===== src/rtl/pgm_pkg.sv =====
package pgm_pkg;

  localparam int VID_W = 5;

  // Core reference in centivolts for a 5-bit selection code.
  function automatic logic [8:0] vid_to_cv(input logic [VID_W-1:0] v);
    logic [8:0] low4;
    low4 = {5'd0, v[3:0]};
    if (!v[4]) begin
      vid_to_cv = 9'd205 - 9'd5 * low4;
    end else if (v[3:0] == 4'hF) begin
      vid_to_cv = 9'd200;
    end else begin
      vid_to_cv = 9'd350 - 9'd10 * low4;
    end
  endfunction

  localparam logic [VID_W-1:0] VID_SHUTDOWN = 5'b11111;

endpackage


===== src/rtl/pgm_vid_ref.sv =====
module pgm_vid_ref
  import pgm_pkg::*;
#(
  parameter int W              = 12,
  parameter int CODES_PER_10MV = 4
) (
  input  logic [VID_W-1:0] vid,
  output logic [W-1:0]     ref_code
);
  localparam int PROD_W = 9 + 8;

  logic [8:0]        cv;
  logic [PROD_W-1:0] prod;

  always_comb begin
    cv       = vid_to_cv(vid);
    prod     = PROD_W'(cv) * PROD_W'(CODES_PER_10MV);
    ref_code = W'(prod);
  end

  // decoded reference always within the 1.30 V .. 3.50 V span
  always_comb begin
    p_ref_span_r1: assert (cv >= 9'd130 && cv <= 9'd350);
  end

endmodule


===== src/rtl/pgm_core_window.sv =====
module pgm_core_window #(
  parameter int W       = 12,
  parameter int UP_TRIP = 110,
  parameter int UP_CLR  = 108,
  parameter int LO_TRIP = 90,
  parameter int LO_CLR  = 92,
  parameter int OV_TRIP = 115
) (
  input  logic         clk,
  input  logic         rst,
  input  logic         upd,
  input  logic [W-1:0] sample,
  input  logic [W-1:0] ref_code,
  output logic         good_n,
  output logic         ov_n,
  output logic         hi_q,
  output logic         lo_q,
  output logic         ov_q
);
  localparam int PW = W + 8;

  logic [PW-1:0] s100;
  logic [PW-1:0] r_up_trip, r_up_clr, r_lo_trip, r_lo_clr, r_ov;
  logic          hi_n, lo_n;

  always_comb begin
    s100      = PW'(sample)   * PW'(100);
    r_up_trip = PW'(ref_code) * PW'(UP_TRIP);
    r_up_clr  = PW'(ref_code) * PW'(UP_CLR);
    r_lo_trip = PW'(ref_code) * PW'(LO_TRIP);
    r_lo_clr  = PW'(ref_code) * PW'(LO_CLR);
    r_ov      = PW'(ref_code) * PW'(OV_TRIP);
    // the held state selects which edge applies
    hi_n   = hi_q ? (s100 > r_up_clr)  : (s100 > r_up_trip);
    lo_n   = lo_q ? (s100 < r_lo_clr)  : (s100 < r_lo_trip);
    ov_n   = s100 > r_ov;
    good_n = !hi_n && !lo_n;
  end

  always_ff @(posedge clk) begin
    if (rst) begin
      hi_q <= 1'b0;
      lo_q <= 1'b1;
      ov_q <= 1'b0;
    end else if (upd) begin
      hi_q <= hi_n;
      lo_q <= lo_n;
      ov_q <= ov_n;
    end
  end

  // the core cannot be out of window on both sides at once
  p_side_excl_r3: assert property (@(posedge clk) disable iff (rst)
    !(hi_q && lo_q));

  // an over-voltage sample always lies above the high window edge
  p_ov_above_win_r5: assert property (@(posedge clk) disable iff (rst)
    ov_q |-> hi_q);

  // no state movement without a strobe
  p_core_hold_r10: assert property (@(posedge clk) disable iff (rst)
    !upd |=> ($stable(hi_q) && $stable(lo_q) && $stable(ov_q)));

endmodule


===== src/rtl/pgm_rail_uv.sv =====
module pgm_rail_uv #(
  parameter int W        = 12,
  parameter int RISE_PCT = 75,
  parameter int FALL_PCT = 68
) (
  input  logic         clk,
  input  logic         rst,
  input  logic         upd,
  input  logic [W-1:0] sample,
  input  logic [W-1:0] target,
  output logic         up_n,
  output logic         up_q
);
  localparam int PW = W + 8;

  logic [PW-1:0] s100, t_rise, t_fall;

  always_comb begin
    s100   = PW'(sample) * PW'(100);
    t_rise = PW'(target) * PW'(RISE_PCT);
    t_fall = PW'(target) * PW'(FALL_PCT);
    up_n   = up_q ? (s100 >= t_fall) : (s100 > t_rise);
  end

  always_ff @(posedge clk) begin
    if (rst) up_q <= 1'b0;
    else if (upd) up_q <= up_n;
  end

  // a rail only comes up on a strobe
  p_rail_rise_r6: assert property (@(posedge clk) disable iff (rst)
    $rose(up_q) |-> $past(upd));

  // a rail only goes down on a strobe
  p_rail_fall_r7: assert property (@(posedge clk) disable iff (rst)
    $fell(up_q) |-> $past(upd));

endmodule


===== src/rtl/pgm_pwrgood_monitor.sv =====
module pgm_pwrgood_monitor
  import pgm_pkg::*;
#(
  parameter int W              = 12,
  parameter int NRAIL          = 3,
  parameter int CODES_PER_10MV = 4,
  parameter int RAIL_RISE_PCT  = 75,
  parameter int RAIL_FALL_PCT  = 68
) (
  input  logic               clk,
  input  logic               rst,
  input  logic [4:0]         vid_i,
  input  logic               sample_valid_i,
  input  logic [W-1:0]       core_code_i,
  input  logic [NRAIL*W-1:0] rail_code_i,
  input  logic [NRAIL*W-1:0] rail_target_i,
  output logic               pwr_good_o,
  output logic               core_ov_o,
  output logic               rail_uv_o
);
  logic [W-1:0]     ref_code;
  logic             core_good_n, core_ov_n;
  logic             core_hi_q, core_lo_q, core_ov_q;
  logic [NRAIL-1:0] rail_up_n, rail_up_q;
  logic             shutdown;

  pgm_vid_ref #(.W(W), .CODES_PER_10MV(CODES_PER_10MV)) u_ref (
    .vid      (vid_i),
    .ref_code (ref_code)
  );

  pgm_core_window #(.W(W)) u_core (
    .clk      (clk),
    .rst      (rst),
    .upd      (sample_valid_i),
    .sample   (core_code_i),
    .ref_code (ref_code),
    .good_n   (core_good_n),
    .ov_n     (core_ov_n),
    .hi_q     (core_hi_q),
    .lo_q     (core_lo_q),
    .ov_q     (core_ov_q)
  );

  for (genvar k = 0; k < NRAIL; k++) begin : g_rail
    pgm_rail_uv #(.W(W), .RISE_PCT(RAIL_RISE_PCT), .FALL_PCT(RAIL_FALL_PCT)) u_rail (
      .clk    (clk),
      .rst    (rst),
      .upd    (sample_valid_i),
      .sample (rail_code_i[k*W +: W]),
      .target (rail_target_i[k*W +: W]),
      .up_n   (rail_up_n[k]),
      .up_q   (rail_up_q[k])
    );
  end

  assign shutdown = (vid_i == VID_SHUTDOWN);

  always_ff @(posedge clk) begin
    if (rst) begin
      pwr_good_o <= 1'b0;
      core_ov_o  <= 1'b0;
      rail_uv_o  <= 1'b1;
    end else if (sample_valid_i) begin
      pwr_good_o <= core_good_n && (&rail_up_n) && !shutdown;
      core_ov_o  <= core_ov_n;
      rail_uv_o  <= !(&rail_up_n);
    end
  end

  // power good implies every rail is up and the core is in window
  p_pg_rails_r8: assert property (@(posedge clk) disable iff (rst)
    pwr_good_o |-> (!rail_uv_o && (&rail_up_q) && !core_hi_q && !core_lo_q));

  // shutdown code keeps power good low
  p_shutdown_r9: assert property (@(posedge clk) disable iff (rst)
    (sample_valid_i && vid_i == VID_SHUTDOWN) |=> !pwr_good_o);

  // outputs hold without a strobe
  p_out_hold_r10: assert property (@(posedge clk) disable iff (rst)
    !sample_valid_i |=> ($stable(pwr_good_o) && $stable(core_ov_o) && $stable(rail_uv_o)));

  // registered flag agrees with the core comparator state
  p_ov_match_r5: assert property (@(posedge clk) disable iff (rst)
    core_ov_o == core_ov_q);

endmodule


===== config.mk =====
export PLATFORM = sky130hd
export DESIGN_NAME = pgm_pwrgood_monitor
export DESIGN_NICKNAME = d
export VERILOG_FILES = /design/src/rtl/pgm_pkg.sv /design/src/rtl/pgm_vid_ref.sv /design/src/rtl/pgm_core_window.sv /design/src/rtl/pgm_rail_uv.sv /design/src/rtl/pgm_pwrgood_monitor.sv
export SDC_FILE = /design/constraint.sdc
export NUM_CORES = 1
export LEC_CHECK = 0
export BUFFER_PORTS_ARGS = -buffer_cell sky130_fd_sc_hd__buf_2
export CAP_MARGIN = 20
export CELL_PAD_IN_SITES_DETAIL_PLACEMENT = 0
export CELL_PAD_IN_SITES_GLOBAL_PLACEMENT = 1
export CORE_ASPECT_RATIO = 0.7
export CORE_MARGIN = 1.5
export CORE_UTILIZATION = 54
export DETAILED_ROUTE_END_ITERATION = 6
export PLACE_DENSITY = 0.91
export SYNTH_ARGS = -nofsm -noshare
export SYNTH_HDL_FRONTEND = slang
export SYNTH_SLANG_ARGS = --single-unit

===== constraint.sdc =====
create_clock -name clk -period 15.2 [get_ports clk]
set_clock_uncertainty 0.15 [all_clocks]
set_input_delay 0.76 -clock clk [delete_from_list [all_inputs] [get_ports clk]]
set_output_delay 0.76 -clock clk [all_outputs]
set_load 0.005 [all_outputs]

==> flow_summary.toml <==
[flow_run]
drv_cap = 0

[power]
leakagePower_nw = 11.59
power_density_nw_per_um2 = 190.8
vdd_drop_max_uv = 269.7

[min_path]
hold_path_end = "core_ov_o$_SDFFE_PP0P_"
min_from = "core_ov_o$_SDFFE_PP0P_"
hold_class = "reg -> reg"
hold_depth = 2

[detailed_routing]
drtIter0Drc = 813
wl_per_cell_microns = 15.74
routed_wl_mm = 45.60
dr.pass1.iters = 5
vias = 16030
ant_nets = 0
vias_per_cell = 5.534
drc = 0

[sta]
finalCritPeriodShare_pct = 53.47
fin_crit_ps = 8128
hold_viol_final = 0
tns_ps = 0
grt_setup_unrepaired = "no"
tightest_slew_ps = 1133
setup_viol = 0
fmaxAchievable_ghz = 0.1230
slew_viol_final = 0
slew_headroom_pct = 23.94

[synth]
synth_edf_count = 0
yosys.area_share.simple_pct = 10.13
synth_top_area_cell = "ha_1"
postSynthCellCount = 2324
synth_compound_area_share_pct = 15.28
synth_area_leaders = "ha_1, fa_1, inv_1"
avgSynthCellArea_sq_um = 8.337
synth-adder-area-share_pct = 56.32
synth.top_cell.area_share_pct = 42.68
synth_top_family_by_area = "adder cells"
yosys_warnings = 0
synth.area.mux_share_pct = 0.2583
synthesis.nets = 3209
synth_async_sr_flop_share_pct = 0
synth_cell_types = 69
syn_area_sq_um = 19380
synthXorXnorAreaFrac_pct = 7.323
synth_seq_area_share_pct = 0.8266
ys_seq_elements = 8
ys.flop_type = "dfxtp_1"

[clocking]
post_cts.repair.setup_buffers = 0
hold_buffers = 0
cts_root_buffer = "clkbuf_16"
worstSkewPairLatency_ps = 240
cts_max_level = 1
clockBufferDepth = 2
numCtsBuffers = 3
cts_tree = "yes"
path_clk_slew_ps = 50
ctsResizeCount = 0
cts.sinks = 8

[cells_and_area]
antenna_cells = 0
multi_input_area_sq_um = 17310
fin_area_sq_um = 20550
nFillCells = 3231
area_growth_pct = 6.083
drive_gt1_share_pct = 5.526
nets = 3312
instances_no_fill = 2897
register_area_sq_um = 160.2

[critical_path]
r2r_slack_ps = 12750
startpoint = "vid_i[3]"
r2r_end = "rail_uv_o$_SDFFE_PP1P_"
crit_slowest_cell = "o22ai_1"
r2r.worst_path.cells = 6
worst-path-max-fanout = 11
crit_path_end_kind = "flop"
crit_arrival_ps = 8130
r2r-start = "g_rail[2].u_rail.up_q$_SDFFE_PP0P_"
slowest_delay_ps = 690
cp-start-kind = "primary input"
worstPathRequired_ps = 15210
path_class = "in -> reg"
crit_path_frequent_cell = "ha_1"

[outcome]
status = "finished clean"

[die]
die-area_sq_um = 37050
die_x_microns = 229.4
io_pins = 95
start_util_pct = 55.33
core-area_sq_um = 35020
num_rows = 57
die_y_microns = 161.5

[placed_design]
postPlaceCellArea_sq_um = 20470
dpl.cell_count = 2892
io_buffers = 94
hpwlAfterDp_mm = 40.31
gp_congestion = 0.9578

[global_route]
grt_pass1_vias = 15800
grt_pass1_wl_mm = 76.72
gr-usage-all-layers_pct = 24.98
overflow = 0
antenna_found_initial = 1
grt_max_degree = 12
-- synthesized netlist by cell type (4+ instances only) --
cell type  number
a211o_1         5
a211oi_1       17
a21o_1         52
a21oi_1       146
a221o_1         5
a31o_2          5
a31oi_1        17
a41oi_1        12
and2_1         11
and3_1         11
dfxtp_1         8
fa_1          132
ha_1          661
inv_1         500
mux2i_1         5
nand2_1        90
nand2b_1       21
nand3_1        43
nand3b_1        5
nand4_1        28
nor2_1         69
nor2b_1        33
nor3_1         37
nor4_1          5
o211ai_1       17
o21a_1         28
o21ai_0        88
o21ai_1         4
o21bai_1       16
o31a_1          5
o31ai_1         5
or2_2          12
or3_1          13
xnor2_1        97
xor2_1         65
-- registers in the layout, summed over array words and instances, names as in the netlist --
register            cells
u_core.lo_q             1
g_rail.u_rail.up_q      3
rail_uv_o               1
pwr_good_o              1
core_ov_o               1
u_core.hi_q             1
-- cells in the final DEF, fill, tap and decap left out, drive strengths merged, types with 28 or more instances in the layout --
master,n
o21ai,93
nand2,90
nor3,38
xor2,65
nand3,43
o21a,28
buf,102
nor2b,33
xnor2,97
fa,132
a21oi,147
a21o,52
inv,502
ha,661
nand4,29
nor2,69
-- per-stage QoR --
| step | util (%) | power [mW] | hold WS [ps] | setup slack [ps] |
|---|---|---|---|---|
| floorplan | - | 2.949 | 312.0 | 7593 |
| global placement | 58.45 | 3.677 | 359.6 | 6969 |
| detailed placement | 58.45 | 3.814 | 379.9 | 6805 |
| CTS | 58.66 | 3.897 | 388.7 | 7036 |
| global route | 58.70 | 4.480 | 395.1 | 6572 |
| finish | 58.70 | 3.923 | 383.4 | 7072 |
-- kinds of logic after synthesis --
kind of cell | count (synthesis)
adder cells (fa/ha/maj) | 793
flip-flops | 8
multiplexers | 5
XOR/XNOR | 162
AO/OA/AOI/OAI | 460
buffers and inverters | 508
AND/OR/NAND/NOR | 388
-- metal layers --
layer	track usage (%)	wire length (microns)	vias up	part of all wire, %
met1	36.72	23250	7499	51
met2	40.36	19560	289	43
met3	2.895	2429	30	5.3
met5	0	0	-	0
met4	2.422	357	0	0.78
li1	-	-	8214	-
-- layout make-up --
cell class / count / share of cell area [%]
clock buffer: 3 / 0.3652
tap: 472 / 2.873
inverter: 503 / 9.186
timing repair buffer: 103 / 2.605
multi-input combinational: 1808 / 84.19
sequential: 8 / 0.7792
-- worst max path at each step --
stage | end | slack [ps]
final | pwr_good_o$_SDFFE_PP0P_ | 7070
after global routing | pwr_good_o$_SDFFE_PP0P_ | 6570
after CTS | pwr_good_o$_SDFFE_PP0P_ | 7040
after detailed placement | pwr_good_o$_SDFFE_PP0P_ | 6810
after global placement | pwr_good_o$_SDFFE_PP0P_ | 6970
after floorplan | pwr_good_o$_SDFFE_PP0P_ | 7590
-- report_power, final --
part / internal (mW) / leakage [nW] / switching, mW / total [mW]
Clock: 0.0345 / 0.0370 / 0.0154 / 0.0499
Combinational: 1.68 / 11.5 / 2.15 / 3.84
Sequential: 0.0284 / 0.0659 / 0.00943 / 0.0379
-- worst max-delay path: cells and delay by family --
family          cells  cell delay (ps)
compound gates     13             2530
xor+xnor            1              140
fa+ha+maj           8             2880
buf+inv             4              720
simple gates        4             1070
Note: power is estimated with default switching activity, not from simulation.
